===== src/rtl/seg_verify_unit.sv =====
module seg_verify_unit #(
  parameter int AW = 32,
  parameter int LW = 32
) (
  input  logic          clk,
  input  logic          rst_n,
  input  logic          start,
  input  logic [15:0]   sel,
  input  logic [2:0]    verify_reg,
  input  logic [1:0]    cpl,
  input  logic [AW-1:0] gdt_base,
  input  logic [LW-1:0] gdt_limit,
  input  logic [AW-1:0] ldt_base,
  input  logic [LW-1:0] ldt_limit,
  output logic          mem_req_valid,
  input  logic          mem_req_ready,
  output logic [AW-1:0] mem_req_addr,
  input  logic          mem_rsp_valid,
  input  logic [31:0]   mem_rsp_data,
  output logic          done,
  output logic          zf
);
  localparam int CW = (LW > 16) ? LW : 16;

  typedef enum logic [2:0] {S_IDLE, S_REQ0, S_RSP0, S_REQ1, S_RSP1} st_t;
  st_t st;

  logic [1:0]    rpl_q, cpl_q;
  logic          wr_q;
  logic [AW-1:0] addr_q;

  wire busy     = (st != S_IDLE);
  wire mode_ok  = (verify_reg == 3'd4) || (verify_reg == 3'd5);
  wire go       = start && !busy && mode_ok;
  wire is_null  = (sel[15:2] == 14'd0);
  wire [LW-1:0] lim  = sel[2] ? ldt_limit : gdt_limit;
  wire [AW-1:0] base = sel[2] ? ldt_base  : gdt_base;
  wire out_rng  = CW'({sel[15:3], 3'b111}) > CW'(lim);
  wire early_no = is_null || out_rng;

  wire [7:0] acc   = mem_rsp_data[15:8];
  wire [1:0] dpl   = acc[6:5];
  wire       codes = acc[3];
  wire       conf  = codes && acc[2];
  wire       priv  = conf || ((dpl >= cpl_q) && (dpl >= rpl_q));
  wire       perm  = wr_q ? (!codes && acc[1]) : (!codes || acc[1]);
  wire       pass  = acc[4] && priv && perm;
  wire       unused_bits = ^{mem_rsp_data[31:16], mem_rsp_data[7:0], acc[7]};

  assign mem_req_valid = (st == S_REQ0) || (st == S_REQ1);
  assign mem_req_addr  = (st == S_REQ1) ? addr_q + AW'(4) : addr_q;

  always_ff @(posedge clk or negedge rst_n) begin
    if (!rst_n) begin
      st     <= S_IDLE;
      done   <= 1'b0;
      zf     <= 1'b0;
      rpl_q  <= 2'd0;
      cpl_q  <= 2'd0;
      wr_q   <= 1'b0;
      addr_q <= '0;
    end else begin
      done <= 1'b0;
      case (st)
        S_IDLE: if (go) begin
          rpl_q  <= sel[1:0];
          cpl_q  <= cpl;
          wr_q   <= verify_reg[0];
          addr_q <= base + AW'({sel[15:3], 3'b000});
          if (early_no) begin
            done <= 1'b1;
            zf   <= 1'b0;
          end else begin
            st <= S_REQ0;
          end
        end
        S_REQ0: if (mem_req_ready) st <= S_RSP0;
        S_RSP0: if (mem_rsp_valid) st <= S_REQ1;
        S_REQ1: if (mem_req_ready) st <= S_RSP1;
        S_RSP1: if (mem_rsp_valid) begin
          st   <= S_IDLE;
          done <= 1'b1;
          zf   <= pass;
        end
        default: st <= S_IDLE;
      endcase
    end
  end
endmodule



===== config.mk =====
export PLATFORM = sky130hd
export DESIGN_NAME = seg_verify_unit
export DESIGN_NICKNAME = d
export VERILOG_FILES = /design/src/rtl/seg_verify_unit.sv
export SDC_FILE = /design/constraint.sdc
export NUM_CORES = 1
export LEC_CHECK = 0
export BUFFER_PORTS_ARGS = -buffer_cell sky130_fd_sc_hd__buf_2
export CORE_ASPECT_RATIO = 0.7
export CORE_UTILIZATION = 51
export CTS_CLUSTER_SIZE = 30
export DETAILED_ROUTE_END_ITERATION = 6
export GPL_TIMING_DRIVEN = 0
export PLACE_DENSITY = 0.93
export SETUP_SLACK_MARGIN = 0.05
export SYNTH_ARGS = -nofsm -noshare
export SYNTH_HDL_FRONTEND = slang
export SYNTH_SLANG_ARGS = --single-unit

===== constraint.sdc =====
create_clock -name clk -period 5.5 [get_ports clk]
set_clock_uncertainty 0.15 [all_clocks]
set_input_delay 0.825 -clock clk [delete_from_list [all_inputs] [get_ports clk]]
set_output_delay 0.825 -clock clk [all_outputs]
set_load 0.05 [all_outputs]

* Word level (Yosys, flattened, before mapping)
Index checks and enable logic that the tools add are counted. W data, S select, Z words.
Word-level totals: word-level logic and storage cells 65, bits in registers 42, output and inout port bits 35, input bits 186
Operators by class: mux-type cells 19, reduce and logical (&&, ||, !) cells 21, add/sub/neg operators 2, eq/ne operators 13, $lt $le $gt $ge 3
Operator list (number):
- $mux W32 | 3
- $add A32 B16 Y32 | 1
- $add A32 B3 Y32 const B | 1
- $gt A16 B32 Y1 | 1
- $mux W3 | 6
- $pmux W3 S5 | 1
- $logic_not A14 Y1 | 1
- $ne A2 B2 Y1 const B | 7
- $eq A3 B3 Y1 const B | 3
- $logic_and A1 B1 Y1 | 7
- $mux W1 | 7
- $eq A3 B2 Y1 const B | 2
- $reduce_and A6 Y1 | 1
- $logic_or A1 B1 Y1 | 5
- $ge A2 B2 Y1 | 2
- $pmux W1 S2 | 2
- $reduce_and A4 Y1 | 1
- $eq A3 B1 Y1 const B | 1
- $logic_not A3 Y1 | 1
- $reduce_bool A3 Y1 | 1
- $logic_not A1 Y1 | 2
- $reduce_and A2 Y1 | 1
- $reduce_bool A2 Y1 | 1

* Longest topological paths before layout
Gate-level depths: netlist of run 1.
depth after elaboration 7, depth in mapped cells 15, gate-level depth less buffers 10

* Least setup slack after synthesis of run 1
Ideal clock, no wire load.
kind input -> register, start in sel[2], end reg addr_q[19], setup time 0.090 ns, required time 5.260 ns, buffers on the path 5, stages 15, arrival time 3.852 ns, setup slack 1.408 ns, cell sequence buf_4 > buf_2 > buf_2 > buf_4 > buf_2 > mux2_2 > ha_1 > inv_1 > fa_1 > nor2b_1 > o211ai_1 > a2111oi_2 > a211o_1 > or3_1 > o221ai_1
On the way: word-level cells in the longest chain between the ends 2
RTL lines:
- from (decl) | line 8 | input logic [15:0] sel,
- $mux W32 | line 37 | wire [AW-1:0] base = sel[2] ? ldt_base : gdt_base;
- $add A32 B16 Y32 | line 69 | addr_q <= base + AW'({sel[15:3], 3'b000});
- to (signal assigned) | line 69
- to (decl) | line 30 | logic [AW-1:0] addr_q;
Every way passes these cells. A chain may end at the register's enable or synchronous reset.

* Worst setup path after layout of run 1
start in sel[2], end reg addr_q[20]
Same word-level chain as after synthesis.

==> metrics.txt, run 1 <==
Post-synth EDFFs 0; final setup margin around 0.85 ns; sequential area share after synthesis 0.237; GRT overflow 0; Post-Synthesis Cells between 500 and 600; Post-DRT Antenna Nets 0; initial antenna violation count 0; setup bufs post-CTS 0; Netlist cell types 61; Leak roughly 2.8 nW; final core occ 0.674; crit path max fanout 10; Setup-failing EPs final 0; worst hold slack between 0.3 and 0.4 ns; max_cap viols 0; Final Cell Area 0.00569 sq mm; setup TNS 0 ns; slowest CP cell or3_1; GRT Total Usage 0.306; clk slew on worst S/H paths around 0.060 ns; fmax between 200 and 250 MHz; Core ar. roughly 0.0084 sq mm; dpl cell area 0.00555 sq mm; I/O pin count roughly 220; period utilization 0.845; dpl ws 0.611 ns; Pins Over Slew Limit 0; first-pass GRT wire length around 22,000 um; fillcell total 740; Crit path top cell by count buf_2; Overall Power between 2 and 2.5 mW; clk buf depth 2; WL final between 10,000 and 15,000 um; synthesized area about 0.0044 sq mm; Req. time, crit path about 5.5 ns; CP Class in -> reg; relative slew slack 0.357; Syn Nets between 700 and 800; non-filler cells, final 859; fin crit period around 4.6 ns; cell chain of the critical path buf_2 > buf_4 > buf_2 > buf_2 > buf_4 > buf_2 > mux2_2 > ha_1 > nand4_1 > or3_1 > a31oi_1 > xor2_1 > o21ai_0; RSZ-0062 raised after global routing no; post-cts gate resize count 0; pin count of the biggest net entering global routing 43; outcome complete, no violations; cts bufs inserted 5; area grow syn2layout 28.6%; Avg WL per Cell between 15 and 20 um; #FFs+latches synth 42; Critical Path Start Type primary input; nets roughly 960; drc violations 0; vias in the first global route about 4,700; initial drt markers 425; layout cell share with drive strength beyond 1 0.322; kind of end point of the critical path register; worst-margin pin slew between 0.9 and 1 ns; final hold viol count 0; total number of vias approximately 5,100; most common cell after layout, fill and taps aside buf_2; die width roughly 110 um; CTS Root Cell clkbuf_16; Worst-Skew Late Latency 0.29 ns; H-tree depth 2; most frequent cells in the layout buf_2, nand2_1, dfrtp_1; DIE AREA ~0.009 sq mm; CTS tree done; row count 28; Die Y about 80 um; largest stage delay on the critical path between 0.5 and 0.6 ns; hold buffer count at CTS 0; Vias/cell about 5.9; # port buffers roughly 190; First-pass DRT Iterations 5; worst hold path type reg -> reg; yosys synthesis warning count 0; fraction of registers with async set/reset 1.00; CTS sink cnt 42; Top FF cell, synth dfrtp_1; gpl congestion around 0.92; detailed placer's ending HPWL about 12,000 um; Arr. time, crit path between 4 and 5 ns; P per Cell Area between 300 and 400 mW/mm^2; syn avg cell area ~8 sq um; # placed instances ~850; diodes inserted 0; Initial Util 0.524; Worst VDD drop ~140 uV
==> sequential cells by signal, indices dropped and copies added (netlist names) <==
signal	flops
rpl_q	2
done	1
zf	1
wr_q	1
cpl_q	2
st	3
addr_q	32
==> Yosys cell counts (all sizes together) (16+ instances only) <==
cell type | n | area (sq um)
inv | 17 | 63.8
xor2 | 16 | 140
o21ai | 32 | 160
mux2 | 19 | 214
dfrtp | 42 | 1050
xnor2 | 25 | 219
nand4 | 23 | 144
mux2i | 30 | 300
nand2 | 69 | 259
a21oi | 20 | 100
nand3 | 28 | 140
ha | 31 | 388
nor2 | 21 | 78.8
==> area by class of cell <==
| cell class | count | area (sq um) | area share |
|---|---|---|---|
| multi-input combinational | 455 | 3190 | 0.561 |
| sequential | 42 | 1050 | 0.185 |
| timing repair buffer | 194 | 971 | 0.171 |
| tap | 120 | 150 | 0.0264 |
| clock buffer | 5 | 125 | 0.0220 |
| buffer | 23 | 119 | 0.0209 |
| inverter | 17 | 63.8 | 0.0112 |
| clock inverter | 3 | 21.3 | 0.00374 |
==> kinds of logic after synthesis <==
group,Yosys count,synth area share
simple gates,218,0.260
xor+xnor,41,0.0811
fa+ha+maj,33,0.0944
flops,42,0.237
compound gates,114,0.170
mux,49,0.116
buf+inv,40,0.0413
==> where the power goes <==
group	total [mW]	leakage (nW)	switching [mW]	internal [mW]
Sequential	0.629	0.523	0.178	0.451
Combinational	1.21	2.18	0.817	0.392
Clock	0.297	0.0698	0.129	0.168
Total	2.14	2.77	1.12	1.01
==> worst max-delay path: cells and delay by family <==
kind	cells	cell delay, ns
AO/OA/AOI/OAI	2	0.40
XOR/XNOR	1	0.28
adder cells (fa/ha/maj)	1	0.47
buffers and inverters	6	1.43
multiplexers	1	0.38
AND/OR/NAND/NOR	2	0.84
==> routing by layer <==
metal | up-vias | global-route usage | share of wire
li1 | 2416 | - | -
met5 | - | 0 | 0
met3 | 31 | 0.0456 | 0.095
met4 | 0 | 0.0816 | 0.017
met1 | 2351 | 0.406 | 0.43
met2 | 285 | 0.521 | 0.46
==> path summary, 6_finish.rpt <==
kind / start / to / slack, ns / cells past startpoint
max: sel[2] / addr_q[20] / 0.85 / 13
max reg2reg: st[1] / addr_q[28] / 2.84 / 6
min: addr_q[0] / addr_q[0] / 0.34 / 2
min in group asynchronous: rst_n / addr_q[31] / 0.54 / 1
max in group asynchronous: rst_n / cpl_q[1] / 4.07 / 1
min reg2reg: addr_q[0] / addr_q[0] / 0.34 / 2
Power figures use the tool's default switching activity.
==> run 2: changes to the inputs <==
--- a/config.mk
+++ b/config.mk
@@ -7,11 +7,11 @@
 export LEC_CHECK = 0
 export BUFFER_PORTS_ARGS = -buffer_cell sky130_fd_sc_hd__buf_2
 export CORE_ASPECT_RATIO = 0.7
-export CORE_UTILIZATION = 51
+export CORE_UTILIZATION = 43
 export CTS_CLUSTER_SIZE = 30
 export DETAILED_ROUTE_END_ITERATION = 6
 export GPL_TIMING_DRIVEN = 0
-export PLACE_DENSITY = 0.93
+export PLACE_DENSITY = 0.84
 export SETUP_SLACK_MARGIN = 0.05
 export SYNTH_ARGS = -nofsm -noshare
 export SYNTH_HDL_FRONTEND = slang
==> constraint.sdc (replaced) <==
create_clock -name clk -period 4.18 [get_ports clk]
set_clock_uncertainty 0.15 [all_clocks]
set_input_delay 0.627 -clock clk [delete_from_list [all_inputs] [get_ports clk]]
set_output_delay 0.627 -clock clk [all_outputs]
set_load 0.05 [all_outputs]
==> run 2 against run 1 <==
  * Cell count up 1.0%
  * Combinational power up 32%
  * Global-route usage decreased by 4.7 points
  * Sequential share of layout area is 0.30 points lower
  * Via count is 2.5% lower
  * Non-clock buffer count up 1
  * Largest cell class unchanged
  * First-iteration DRC count up 2.6%
  * Highest routed layer unchanged
  * Sequential power grew 30%
  * Wire length down 0.91%
==> metrics.txt, run 2 (synthesis results as in run 1) <==
vias in the first global route 4,310 (was 4,660); outcome complete, no violations (unchanged); crit path max fanout 19 (was 10); P per Cell Area 494 mW/mm^2 (was 375 mW/mm^2); CTS tree done (unchanged); H-tree depth 2 (unchanged); # port buffers 194 (unchanged); Leak 2.79 nW (was 2.77 nW); RSZ-0062 raised after global routing no (unchanged); nets 957 (was 956); reg-to-reg startpoint st[1] (unchanged); Worst-Skew Late Latency 0.29 ns (about the same); layout cell share with drive strength beyond 1 0.331 (was 0.322); total number of vias 4,957 (was 5,083); detailed placer's ending HPWL 11,700 um (was 11,600 um); clk buf depth 2 (unchanged); Avg WL per Cell 16.1 um (was 16.4 um); Pint 1.40 mW (was 1.01 mW); final hold viol count 0 (unchanged); flop2flop setup slack 1.50 ns (was 2.84 ns); relative slew slack 0.358 (was 0.357); hold path start addr_q[1] (was addr_q[0]); WHS Path Cells 2 (unchanged); most common cell after layout, fill and taps aside buf_2 (unchanged); Req. time, crit path 4.18 ns (was 5.50 ns); Storage cell area 0.00105 sq mm (unchanged); hold buffer count at CTS 0 (unchanged); GRT overflow 0 (unchanged); DIE AREA 0.0107 sq mm (was 0.00906 sq mm); first-pass GRT wire length 21,300 um (was 21,800 um); pin count of the biggest net entering global routing 43 (unchanged); Arr. time, crit path 3.97 ns (was 4.65 ns); Psw 1.46 mW (was 1.12 mW); Hold EP addr_q[1] (was addr_q[0]); share of total power in combinational logic 0.560 (was 0.566); Critical Path Start Type primary input (unchanged); CTS sink cnt 42 (unchanged); biggest regs addr_q (32), st (3) (unchanged); drc violations 0 (unchanged); period utilization 0.950; CTS Root Cell clkbuf_16 (unchanged); RR Endpoint addr_q[28] (unchanged); I/O pin count 221 (unchanged); worst hold path type reg -> reg (unchanged); diodes inserted 0 (unchanged); initial drt markers 436 (was 425); final core occ 0.589 (was 0.674); final setup margin 0.210 ns (was 0.855 ns); WL final 14,000 um (was 14,100 um); Setup-failing EPs final 0 (unchanged); clk slew on worst S/H paths 0.06 ns (about the same); worst-margin pin slew 0.963 ns (was 0.965 ns); Core ar. 0.00983 sq mm (was 0.00844 sq mm); max_cap viols 0 (unchanged); CP Class in -> reg (unchanged); Worst VDD drop 255 uV (was 136 uV); fillcell total 890 (was 740); initial antenna violation count 0 (unchanged); gpl congestion 0.897 (was 0.922); Seq pwr share 0.286 (was 0.295); row count 30 (was 28); r2r worst-path depth 6 (unchanged); setup TNS 0 ns (unchanged); Overall Power 2.86 mW (was 2.14 mW); Reg with most FFs addr_q (unchanged); max reg flops 32 (unchanged); area grow syn2layout 30.8% (was 28.6%); First-pass DRT Iterations 5 (unchanged); Clock Power Share 0.154 (was 0.139); switching part of the total 0.512 (was 0.526); dpl ws -0.468 ns (was 0.611 ns); fin crit period 3.97 ns; fmax ~250 MHz; die width 123 um (was 113 um); Pins Over Slew Limit 0 (unchanged); Multi-input gate area 0.00324 sq mm (was 0.00319 sq mm); most frequent cells in the layout buf_2, nand2_1, dfrtp_1 (unchanged); GRT Total Usage 0.259 (was 0.306); cts bufs inserted 5 (unchanged); Post-DRT Antenna Nets 0 (unchanged); Die Y 86.9 um (was 80.0 um); Initial Util 0.450 (was 0.524); kind of end point of the critical path register (unchanged); Vias/cell 5.71 (was 5.92)
## run 2: worst max-delay path by stage
stage                      end  slack, ns  cells past startpoint    from
CTS                 addr_q[31]       0.02                     16  sel[2]
global route        addr_q[25]       0.07                     13  sel[2]
floorplan           addr_q[19]       0.29                     15  sel[2]
finish              addr_q[20]       0.21                     13  sel[2]
global placement    addr_q[22]      -0.45                     13  sel[2]
detailed placement  addr_q[31]      -0.47                     14  sel[2]
## run 2: routing by layer
metal | share of wire | track usage
met4 | 0.0094 | 0.0460
met1 | 0.47 | 0.373
met3 | 0.083 | 0.0524
met2 | 0.44 | 0.404
met5 | 0 | 0
## run 2: critical path, cell delays in order
cell and delay, ns:
buf_2 0.10, buf_4 0.23, buf_4 0.22, buf_4 0.24
buf_4 0.28, mux2_2 0.41, ha_2 0.44, nand4_1 0.27
nor2_1 0.24, o2111ai_2 0.26, a31oi_1 0.25, xor2_1 0.29
o21ai_0 0.11
## run 2: area by class of cell
class	count	area share
sequential	42	0.182
clock inverter	2	0.00649
multi-input combinational	455	0.559
clock buffer	6	0.0223
inverter	17	0.0110
tap	128	0.0277
timing repair buffer	196	0.170
buffer	22	0.0214
## run 2: timing repair
| action | 4_1_cts | 5_1_grt |
|---|---|---|
| setup endpoints to repair | 19 | 22 |
| gates resized for setup | 7 | 6 |
| buffers inserted | 1 | 1 |
| pin swaps | 1 | 3 |
## run 2: stage by stage
step / cells / hold WS (ns) / area (sq um)
floorplan: 537 / 0.181 / 4430
detailed placement: 859 / 0.322 / 5560
finish: 868 / 0.339 / 5790
global route: 868 / 0.361 / 5790
CTS: 868 / 0.338 / 5760
global placement: 859 / 0.315 / 5560
## run 2: power by group through the flow
stage	combinational, mW	clock [mW]	sequential, mW
2_1_floorplan	1.20	0	0.754
3_3_place_gp	1.56	0	0.810
3_5_place_dp	1.58	0	0.819
4_1_cts	1.59	0.448	0.811
5_1_grt	1.71	0.465	0.852
6_report	1.60	0.441	0.817
